## src/rtl/accalu_pkg.sv

```systemverilog
package accalu_pkg;

    localparam int BYTE_W = 8;
    localparam int PAIR_W = 2 * BYTE_W;
    localparam int LONG_W = 4 * BYTE_W;
    localparam int OP_W   = 5;

    typedef enum logic [OP_W-1:0] {
        OP_NOP  = 5'd0,
        OP_ADD  = 5'd1,
        OP_ADC  = 5'd2,
        OP_SUB  = 5'd3,
        OP_SBC  = 5'd4,
        OP_AND  = 5'd5,
        OP_OR   = 5'd6,
        OP_XOR  = 5'd7,
        OP_CP   = 5'd8,
        OP_INC  = 5'd9,
        OP_DEC  = 5'd10,
        OP_CPL  = 5'd11,
        OP_DAA  = 5'd12,
        OP_NEG  = 5'd13,
        OP_EXTS = 5'd14,
        OP_MLT  = 5'd15,
        OP_TST  = 5'd16
    } alu_op_e;

    // Flag byte, bit 7 down to bit 0.
    typedef struct packed {
        logic s;
        logic z;
        logic u5;
        logic h;
        logic u3;
        logic pv;
        logic n;
        logic c;
    } flags_t;

    typedef struct packed {
        logic [LONG_W-1:0] wide;
        logic [BYTE_W-1:0] byte_r;
        flags_t            fl;
        logic              wr_acc;
        logic              wr_dst;
        logic              wr_pair;
        logic              wr_hl;
        logic              wr_hlx;
    } alu_out_t;

    function automatic logic even_par(input logic [BYTE_W-1:0] v);
        return ~^v;
    endfunction

    function automatic flags_t szp_flags(input logic [BYTE_W-1:0] v);
        flags_t f;
        f    = '0;
        f.s  = v[BYTE_W-1];
        f.z  = (v == '0);
        f.pv = even_par(v);
        return f;
    endfunction

endpackage

```

## src/rtl/accalu_addsub.sv

```systemverilog
module accalu_addsub #(
    parameter int W = 8
) (
    input  logic [W-1:0] a_i,
    input  logic [W-1:0] b_i,
    input  logic         cin_i,
    input  logic         sub_i,
    output logic [W-1:0] sum_o,
    output logic         carry_o,
    output logic         half_o,
    output logic         ovf_o
);
    localparam int HW = W / 2;

    logic [W-1:0] b_eff;
    logic         c0;
    logic [W:0]   full;
    logic [HW:0]  low;

    always_comb begin
        b_eff   = sub_i ? ~b_i : b_i;
        c0      = sub_i ^ cin_i;
        full    = {1'b0, a_i} + {1'b0, b_eff} + {{W{1'b0}}, c0};
        low     = {1'b0, a_i[HW-1:0]} + {1'b0, b_eff[HW-1:0]} + {{HW{1'b0}}, c0};
        sum_o   = full[W-1:0];
        carry_o = full[W] ^ sub_i;
        half_o  = low[HW] ^ sub_i;
        ovf_o   = (a_i[W-1] == b_eff[W-1]) && (full[W-1] != a_i[W-1]);
    end
endmodule

```

## src/rtl/accalu_logic.sv

```systemverilog
module accalu_logic
    import accalu_pkg::*;
(
    input  alu_op_e           op_i,
    input  logic [BYTE_W-1:0] a_i,
    input  logic [BYTE_W-1:0] b_i,
    output logic [BYTE_W-1:0] res_o,
    output flags_t            fl_o
);
    always_comb begin
        case (op_i)
            OP_OR:   res_o = a_i | b_i;
            OP_XOR:  res_o = a_i ^ b_i;
            default: res_o = a_i & b_i;
        endcase
        fl_o   = szp_flags(res_o);
        fl_o.h = (op_i == OP_AND) || (op_i == OP_TST);
    end
endmodule

```

## src/rtl/accalu_bcd.sv

```systemverilog
module accalu_bcd
    import accalu_pkg::*;
(
    input  logic [BYTE_W-1:0] a_i,
    input  flags_t            fl_i,
    output logic [BYTE_W-1:0] res_o,
    output flags_t            fl_o
);
    logic [BYTE_W-1:0] corr;
    logic              cy;
    logic              lo_big;

    always_comb begin
        lo_big = (a_i[3:0] > 4'd9);
        corr   = '0;
        cy     = fl_i.c;
        if (fl_i.h || lo_big) corr[3:0] = 4'h6;
        if (fl_i.c || (a_i > 8'h99)) begin
            corr[7:4] = 4'h6;
            cy        = 1'b1;
        end
        res_o  = fl_i.n ? (a_i - corr) : (a_i + corr);
        fl_o   = szp_flags(res_o);
        fl_o.n = fl_i.n;
        fl_o.c = cy;
        fl_o.h = fl_i.n ? (fl_i.h && (a_i[3:0] < 4'd6)) : lo_big;
    end
endmodule

```

## src/rtl/accalu_wide.sv

```systemverilog
module accalu_wide #(
    parameter int AW = 8,
    parameter int PW = 16,
    parameter int LW = 32
) (
    input  logic [PW-1:0] pair_i,
    input  logic [AW-1:0] acc_i,
    output logic [PW-1:0] prod_o,
    output logic [LW-1:0] sext_o
);
    localparam int HW = PW / 2;

    always_comb begin
        prod_o = {{HW{1'b0}}, pair_i[PW-1:HW]} * {{HW{1'b0}}, pair_i[HW-1:0]};
        sext_o = {{(LW-AW){acc_i[AW-1]}}, acc_i};
    end
endmodule

```

## src/rtl/acc_alu.sv

```systemverilog
module acc_alu
    import accalu_pkg::*;
(
    input  logic              clk,
    input  logic              rst,
    input  logic [OP_W-1:0]   op_i,
    input  logic [BYTE_W-1:0] acc_i,
    input  logic [BYTE_W-1:0] src_i,
    input  logic [PAIR_W-1:0] pair_i,
    input  logic              long_mode_i,
    input  logic [BYTE_W-1:0] flags_i,
    output logic [BYTE_W-1:0] res_byte_o,
    output logic [LONG_W-1:0] res_wide_o,
    output logic              wr_acc_o,
    output logic              wr_dst_o,
    output logic              wr_pair_o,
    output logic              wr_hl_o,
    output logic              wr_hlx_o,
    output logic [BYTE_W-1:0] flags_o
);
    alu_op_e op;
    flags_t  fin;
    assign op  = alu_op_e'(op_i);
    assign fin = flags_t'(flags_i);

    // Shared adder: operand steering
    logic [BYTE_W-1:0] add_a, add_b, add_sum;
    logic              add_cin, add_sub, add_c, add_h, add_v;

    always_comb begin
        add_a   = acc_i;
        add_b   = src_i;
        add_cin = 1'b0;
        add_sub = 1'b0;
        case (op)
            OP_ADC: add_cin = fin.c;
            OP_SUB, OP_CP: add_sub = 1'b1;
            OP_SBC: begin
                add_sub = 1'b1;
                add_cin = fin.c;
            end
            OP_INC: begin
                add_a = src_i;
                add_b = BYTE_W'(1);
            end
            OP_DEC: begin
                add_a   = src_i;
                add_b   = BYTE_W'(1);
                add_sub = 1'b1;
            end
            OP_NEG: begin
                add_a   = '0;
                add_b   = acc_i;
                add_sub = 1'b1;
            end
            default: ;
        endcase
    end

    accalu_addsub #(.W(BYTE_W)) u_add (
        .a_i    (add_a),
        .b_i    (add_b),
        .cin_i  (add_cin),
        .sub_i  (add_sub),
        .sum_o  (add_sum),
        .carry_o(add_c),
        .half_o (add_h),
        .ovf_o  (add_v)
    );

    flags_t af;
    always_comb begin
        af    = '0;
        af.s  = add_sum[BYTE_W-1];
        af.z  = (add_sum == '0);
        af.h  = add_h;
        af.pv = add_v;
        af.n  = add_sub;
        af.c  = add_c;
    end

    logic [BYTE_W-1:0] log_res;
    flags_t            log_fl;
    accalu_logic u_log (
        .op_i (op),
        .a_i  (acc_i),
        .b_i  (src_i),
        .res_o(log_res),
        .fl_o (log_fl)
    );

    logic [BYTE_W-1:0] bcd_res;
    flags_t            bcd_fl;
    accalu_bcd u_bcd (
        .a_i  (acc_i),
        .fl_i (fin),
        .res_o(bcd_res),
        .fl_o (bcd_fl)
    );

    logic [PAIR_W-1:0] prod;
    logic [LONG_W-1:0] sext;
    accalu_wide #(.AW(BYTE_W), .PW(PAIR_W), .LW(LONG_W)) u_wide (
        .pair_i(pair_i),
        .acc_i (acc_i),
        .prod_o(prod),
        .sext_o(sext)
    );

    // Result selection and write-enable decode
    alu_out_t nxt, cur;
    always_comb begin
        nxt        = '0;
        nxt.byte_r = acc_i;
        nxt.fl     = fin;
        case (op)
            OP_ADD, OP_ADC, OP_SUB, OP_SBC, OP_NEG: begin
                nxt.byte_r = add_sum;
                nxt.fl     = af;
                nxt.wr_acc = 1'b1;
            end
            OP_CP: begin
                nxt.byte_r = add_sum;
                nxt.fl     = af;
            end
            OP_INC, OP_DEC: begin
                nxt.byte_r = add_sum;
                nxt.fl     = af;
                nxt.fl.c   = fin.c;
                nxt.wr_dst = 1'b1;
            end
            OP_AND, OP_OR, OP_XOR: begin
                nxt.byte_r = log_res;
                nxt.fl     = log_fl;
                nxt.wr_acc = 1'b1;
            end
            OP_TST: begin
                nxt.byte_r = log_res;
                nxt.fl     = log_fl;
            end
            OP_CPL: begin
                nxt.byte_r = ~acc_i;
                nxt.fl.h   = 1'b1;
                nxt.fl.n   = 1'b1;
                nxt.wr_acc = 1'b1;
            end
            OP_DAA: begin
                nxt.byte_r = bcd_res;
                nxt.fl     = bcd_fl;
                nxt.wr_acc = 1'b1;
            end
            OP_MLT: begin
                nxt.byte_r  = prod[BYTE_W-1:0];
                nxt.wr_pair = 1'b1;
            end
            OP_EXTS: begin
                nxt.wr_hl  = 1'b1;
                nxt.wr_hlx = long_mode_i;
            end
            default: ;
        endcase
        case (op)
            OP_MLT:  nxt.wide = {{(LONG_W-PAIR_W){1'b0}}, prod};
            OP_EXTS: nxt.wide = sext;
            default: nxt.wide = {{(LONG_W-BYTE_W){1'b0}}, nxt.byte_r};
        endcase
        nxt.fl.u5 = 1'b0;
        nxt.fl.u3 = 1'b0;
    end

    always_ff @(posedge clk) begin
        if (rst) cur <= '0;
        else     cur <= nxt;
    end

    assign res_byte_o = cur.byte_r;
    assign res_wide_o = cur.wide;
    assign flags_o    = cur.fl;
    assign wr_acc_o   = cur.wr_acc;
    assign wr_dst_o   = cur.wr_dst;
    assign wr_pair_o  = cur.wr_pair;
    assign wr_hl_o    = cur.wr_hl;
    assign wr_hlx_o   = cur.wr_hlx;

    // One clean cycle since reset, so $past sees sampled inputs
    logic past_ok;
    always_ff @(posedge clk) begin
        if (rst) past_ok <= 1'b0;
        else     past_ok <= 1'b1;
    end

    AST_WR_EXCLUSIVE: assert property (@(posedge clk) disable iff (rst)
        $onehot0({wr_acc_o, wr_dst_o, wr_pair_o, wr_hl_o}));
    AST_HLX_NEEDS_HL: assert property (@(posedge clk) disable iff (rst)
        wr_hlx_o |-> wr_hl_o);
    AST_CP_NO_WRITE: assert property (@(posedge clk) disable iff (rst)
        (past_ok && $past(op_i) == OP_CP) |-> (!wr_acc_o && flags_o[1]));
    AST_TST_NO_WRITE: assert property (@(posedge clk) disable iff (rst)
        (past_ok && $past(op_i) == OP_TST) |-> (!wr_acc_o && !wr_dst_o && flags_o[4] && !flags_o[0]));
    AST_NEG_CARRY: assert property (@(posedge clk) disable iff (rst)
        (past_ok && $past(op_i) == OP_NEG) |-> (flags_o[0] == ($past(acc_i) != 8'd0)));
    AST_INCDEC_KEEP_C: assert property (@(posedge clk) disable iff (rst)
        (past_ok && ($past(op_i) == OP_INC || $past(op_i) == OP_DEC)) |-> (flags_o[0] == $past(flags_i[0])));
endmodule

```

## config.mk

```make
export PLATFORM = sky130hd
export DESIGN_NAME = acc_alu
export DESIGN_NICKNAME = d
export VERILOG_FILES = /design/src/rtl/accalu_pkg.sv /design/src/rtl/accalu_addsub.sv /design/src/rtl/accalu_logic.sv /design/src/rtl/accalu_bcd.sv /design/src/rtl/accalu_wide.sv /design/src/rtl/acc_alu.sv
export SDC_FILE = /design/constraint.sdc
export NUM_CORES = 1
export LEC_CHECK = 0
export BUFFER_PORTS_ARGS = -buffer_cell sky130_fd_sc_hd__clkbuf_2
export CAP_MARGIN = 20
export CORE_MARGIN = 2
export CORE_UTILIZATION = 30
export CTS_BUF_LIST = sky130_fd_sc_hd__clkbuf_4 sky130_fd_sc_hd__clkbuf_8
export DETAILED_ROUTE_END_ITERATION = 10
export GPL_TIMING_DRIVEN = 1
export PLACE_DENSITY_LB_ADDON = 0.05
export SLEW_MARGIN = 40
export SYNTH_ARGS = -nofsm -noshare
export SYNTH_HDL_FRONTEND = slang
export SYNTH_HIERARCHICAL = 1
export SYNTH_SLANG_ARGS = --single-unit
export TNS_END_PERCENT = 100
```

## constraint.sdc

```tcl
create_clock -name clk -period 5.7 [get_ports clk]
set_input_delay 0.57 -clock clk [delete_from_list [all_inputs] [get_ports clk]]
set_output_delay 0.57 -clock clk [all_outputs]
set_load 0.005 [all_outputs]
```

Yosys cells after proc, flatten, opt, wreduce, memory -nomap -nowiden
Cells that the tools add are included.

storage, ports and cells
  bits in registers = 53
  output and inout bits = 53
  bits of input ports = 48
  logic and storage cells = 92

operators by class
  muxes and demuxes = 22
  bitwise logic cells = 9
  $add $sub $neg = 6
  equal/unequal tests = 18
  multipliers = 1
  $lt $le $gt $ge = 3
  reduce and logical (&&, ||, !) cells = 18

operators with widths
  cell                  count
  $pmux W32 S2          1
  $pmux W8 S2           3
  $eq A5 B4 Y1 const B  8
  $pmux W8 S5           1
  $logic_not A8 Y1      3
  $eq A5 B3 Y1 const B  4
  $mul A8 B8 Y16        1
  $mux W8               2
  $not A8 Y8            2
  $reduce_xnor A8 Y1    2
  $eq A5 B2 Y1 const B  2
  $reduce_or A10 Y1     1
  $add A8 B8 Y9         1
  $add A9 B1 Y9         1
  $pmux W1 S3           3
  $pmux W3 S3           1
  $add A8 B7 Y8         1
  $and A8 B8 Y8         1
  $gt A8 B8 Y1 const B  1
  $or A8 B8 Y8          1
  $reduce_or A8 Y1      1
  $sub A8 B7 Y8         1
  $xor A8 B8 Y8         1
  $mux W1               7
  other kinds (19)      27

Longest topological paths before layout
  depth in word-level cells = 10
  mapped depth = 18

Cells and area by module
The synthesis kept the hierarchy.

modules (own cells, without submodules)
  module         area each (um^2)  sequential area each (um^2)  instances  cells an instance
  acc_alu        2894.0            1021.0                       1          319
  accalu_wide    2347.3            0.0                          1          275
  accalu_logic   689.4             0.0                          1          95
  accalu_bcd     584.3             0.0                          1          79
  accalu_addsub  424.2             0.0                          1          50

Worst setup path before layout
Ideal clock, no wire load.

  kind = input -> register
  start = in pair_i[11]
  end = reg cur (netlist bit res_wide_o[11])
  library setup time = 117 ps
  path buffers = 0
  setup slack = 1370 ps
  data arrival time = 4213 ps
  stages = 16
  path through = and2_1 -> fa_1 -> inv_1 -> fa_1 -> inv_1 -> fa_1 -> inv_1 -> fa_1 -> inv_1 -> ha_1 -> and2_4 -> a221oi_2 -> nand2_1 -> a31oi_1 -> xnor2_1 -> a22o_1

on the way
  word-level cells in the longest chain between the ends = 2

ends and longest elaborated chain
  what                  line               source
  start, declared       acc_alu.sv:9       input logic [PAIR_W-1:0] pair_i,
  $mul A8 B8 Y16        accalu_wide.sv:14  prod_o = {{HW{1'b0}}, pair_i[PW-1:HW]} * {{HW{1'b0}}, pair_i[HW-1:0]};
  named net prod[11]    acc_alu.sv:101     logic [PAIR_W-1:0] prod;
  $pmux W32 S2          acc_alu.sv:162     case (op)
  end signal, assigned  acc_alu.sv:173     else cur <= nxt;
  end, declared         acc_alu.sv:111     alu_out_t nxt, cur;

The timed path passes the listed nets, and every way through them passes these cells.
A chain may end at the register's enable or synchronous reset.

Worst setup path after layout
  start = in op_i[2]
  end = reg cur (netlist bit flags_o[0])

on the way
  word-level cells in the longest chain between the ends = 9

ends and longest elaborated chain
  what                               line                 source
  start, declared                    acc_alu.sv:6         input logic [OP_W-1:0] op_i,
  $eq A5 B4 Y1                       acc_alu.sv:35        case (op)
  $reduce_or A2 Y1 (no source line)  -
  $pmux W8 S2 (*)                    acc_alu.sv:35
  named net add_b[0]                 acc_alu.sv:27        logic [BYTE_W-1:0] add_a, add_b, add_sum;
  $not A8 Y8                         accalu_addsub.sv:21  b_eff = sub_i ? ~b_i : b_i;
  $mux W8 (*)                        accalu_addsub.sv:21
  $add A8 B8 Y9 (*)                  accalu_addsub.sv:23  full = {1'b0, a_i} + {1'b0, b_eff} + {{W{1'b0}}, c0};
  $add A9 B1 Y9 (*)                  accalu_addsub.sv:23
  $xor A1 B1 Y1 (*)                  accalu_addsub.sv:26  carry_o = full[W] ^ sub_i;
  named net add_c                    acc_alu.sv:28        logic add_cin, add_sub, add_c, add_h, add_v;
  $pmux W1 S3 (*)                    acc_alu.sv:116       case (op)

The timed path passes the listed nets; every way through them passes the cells marked *.

==> impl_results.rst <==
.. list-table::
   :header-rows: 1

   * - Metric
     - Value
   * - Cell area after technology mapping
     - 6905 µm²
   * - Final clock period utilization by the worst path
     - ~79%
   * - Total core area
     - roughly 23000 µm²
   * - Worst Hold Endpoint
     - wr_hlx_o
   * - Count of final max-slew check failures
     - 0
   * - Worst max-slew margin expressed relative to the limit
     - a little under half
   * - Level count of the clock H-tree
     - 2
   * - Die Ht
     - between 150 and 200 µm
   * - FILL cells
     - 2408
   * - Largest fanout on the critical path
     - 24
   * - Overall fraction of global-route tracks in use
     - between 10% and 20%
   * - Reg area
     - 1021 µm²
   * - Number of antenna diodes
     - 0
   * - Sum of negative setup slack
     - 0 ps
   * - Worst voltage drop across the vdd grid
     - between 0.1 and 0.15 mV
   * - Period minus WS final
     - 4531 ps
   * - Total setup buffers inserted after CTS
     - 0
   * - WL/cell
     - ~18 µm
   * - DRT iter0 DRCs
     - 240
   * - Max Buffers Root-to-Sink
     - 2
   * - IO Port Bufs
     - between 90 and 100
   * - Inserted Clock Buffers
     - 5
   * - TritonCTS clock tree
     - done
   * - Status
     - completed
   * - Number of failing setup endpoints in the final timing report
     - 0
   * - Mean Syn Cell Area
     - ~8.5 µm²
   * - Critical path launch point
     - op_i[2]
   * - Initial antenna violation count
     - 0
   * - Cell count after synthesis
     - just over 800
   * - Core Rows
     - 55
   * - Pwr/cell area
     - about 240 nW/µm²
   * - Startpoint of the worst hold path
     - long_mode_i
   * - Crit end category
     - flip-flop
   * - Number of antenna-violating nets in the routed design
     - 0
   * - Root Buffer
     - sky130_fd_sc_hd__clkbuf_8
   * - Weighted congestion reported at the end of routability-driven placement
     - about 0.83
   * - Clock transition at path regs
     - approximately 90 ps
   * - Die Footprint
     - ~24000 µm²
   * - Max-cap violation count
     - 0
   * - Start-to-end type of the worst setup path
     - input port to flip-flop
   * - P_leak
     - ~3.6 nW
   * - Placed wire-length estimate
     - 16840 µm
   * - Multi-input gate area
     - slightly above 5000 µm²
   * - Die width
     - 155.7 µm
   * - Number of search-and-repair iterations in the first detailed-routing pass
     - 4
   * - Hold-critical path depth
     - 2
   * - Required time at the endpoint of the critical path
     - between 5000 and 6000 ps
   * - DRC errors left
     - 0
   * - Vias per cell
     - ~5
   * - First-pass GRT wire length
     - roughly 32000 µm
   * - Finished Core Util
     - 32.94%
   * - Vias in the first global route
     - ~5800
   * - Layout Nets
     - about 1000
   * - Total overflow reported by the global router
     - 0
   * - Worst hold margin
     - between 400 and 500 ps
   * - Transition time of the tightest slew-check pin
     - between 700 and 800 ps
   * - Type of the tightest min-delay check
     - input port to flip-flop
   * - Starting Density
     - a little under a third
   * - Via count of the routed design
     - 5830
   * - Maximum achievable frequency
     - about 0.22 GHz
   * - Top-Level Pins
     - 101
   * - Synth-to-Final Area Change
     - 7.991%
   * - CP Data Arrival Time
     - ~4800 ps
   * - Pin count of the biggest net entering global routing
     - 33
   * - Final hold violations
     - 0
   * - Share of layout cells above drive strength 1
     - around 18%
   * - YS warnings
     - 6
   * - Category of the worst setup path launch point
     - input port
   * - # resized after CTS
     - 0
   * - Count of hold buffers inserted by post-cts repair
     - 0
   * - CTS Sinks
     - 51
   * - Wire length reported by the detailed router
     - about 21000 µm
   * - Setup repair after global routing missed its margin
     - no
   * - Post-route total power
     - 1.782 mW
[worst max-delay path, stage by stage]
cell and delay, ps:
sky130_fd_sc_hd__clkbuf_2 460, sky130_fd_sc_hd__nand2_2 300, sky130_fd_sc_hd__nor3_2 190, sky130_fd_sc_hd__buf_4 200, sky130_fd_sc_hd__nor2b_1 60, sky130_fd_sc_hd__a211o_1 290
sky130_fd_sc_hd__xor2_1 160, sky130_fd_sc_hd__fa_1 480, sky130_fd_sc_hd__fa_1 460, sky130_fd_sc_hd__a211oi_1 330, sky130_fd_sc_hd__o21bai_1 130, sky130_fd_sc_hd__a31oi_1 210
sky130_fd_sc_hd__xnor2_1 160, sky130_fd_sc_hd__nand2b_1 90, sky130_fd_sc_hd__a2111oi_0 320, sky130_fd_sc_hd__a221oi_1 100, sky130_fd_sc_hd__a21oi_1 200
[worst max path at each step]
stage / end / slack, ps / cells after the start
3_3_place_gp: res_wide_o[6] / 920 / 15
5_1_grt: res_wide_o[7] / 820 / 17
3_5_place_dp: res_wide_o[6] / 900 / 15
4_1_cts: flags_o[0] / 1190 / 17
6_report: flags_o[0] / 1170 / 17
2_1_floorplan: res_wide_o[11] / 1370 / 16
[per-layer routing]
metal,wire length (µm),up-vias,GRT usage (%)
met2,10240,110,30.28
met1,9557,2844,22.11
li1,-,2859,-
met5,0,-,0
met4,303,0,3.451
met3,544,17,1.306
[area by class of cell]
type	instances	area share, %
clock buffer	5	0.9228
clock inverter	3	0.5872
inverter	83	4.178
multi-input combinational	605	68.09
sequential	51	13.69
tap	285	4.782
timing repair buffer	109	7.752
[metrics by stage]
step	instance area, µm²	worst slack, ps	std cells
final	7457	1169	1141
after global routing	7457	818.3	1141
after CTS	7457	1185	1141
after detailed placement	7345	897.7	1133
after global placement	7345	917.0	1133
after floorplan	6913	1370	815
[report_power, final]
part           internal [mW]  switching, mW
clock                  0.131          0.125
combinational          0.486          0.656
sequential             0.378        0.00621
total                  0.994          0.788
[sequential cells by signal, summed over array words and instances (netlist names)]
signal,count
res_wide_o,32
wr_hlx_o,1
flags_o,6
wr_acc_o,1
wr_dst_o,1
wr_pair_o,1
res_byte_o,8
wr_hl_o,1
[layout by cell type, fill, tap and decap left out, drive strengths merged, types with 4 or more instances in the layout]
master	instances
a21oi	31
o21bai	5
a22oi	7
o22a	6
a211oi	16
o211a	6
o31ai	6
a22o	28
clkbuf	101
o2bb2ai	5
nand2b	10
inv	83
xnor2	25
nand2	50
nor2	39
nor2b	14
nor3	15
a221oi	12
fa	38
o21a	14
ha	76
or3	4
a21o	5
a211o	5
buf	13
xor2	18
conb	4
o21ai	30
dfxtp	51
and2	67
nor4	7
nand3	4
and3	6
Power figures use the tool's default switching activity.
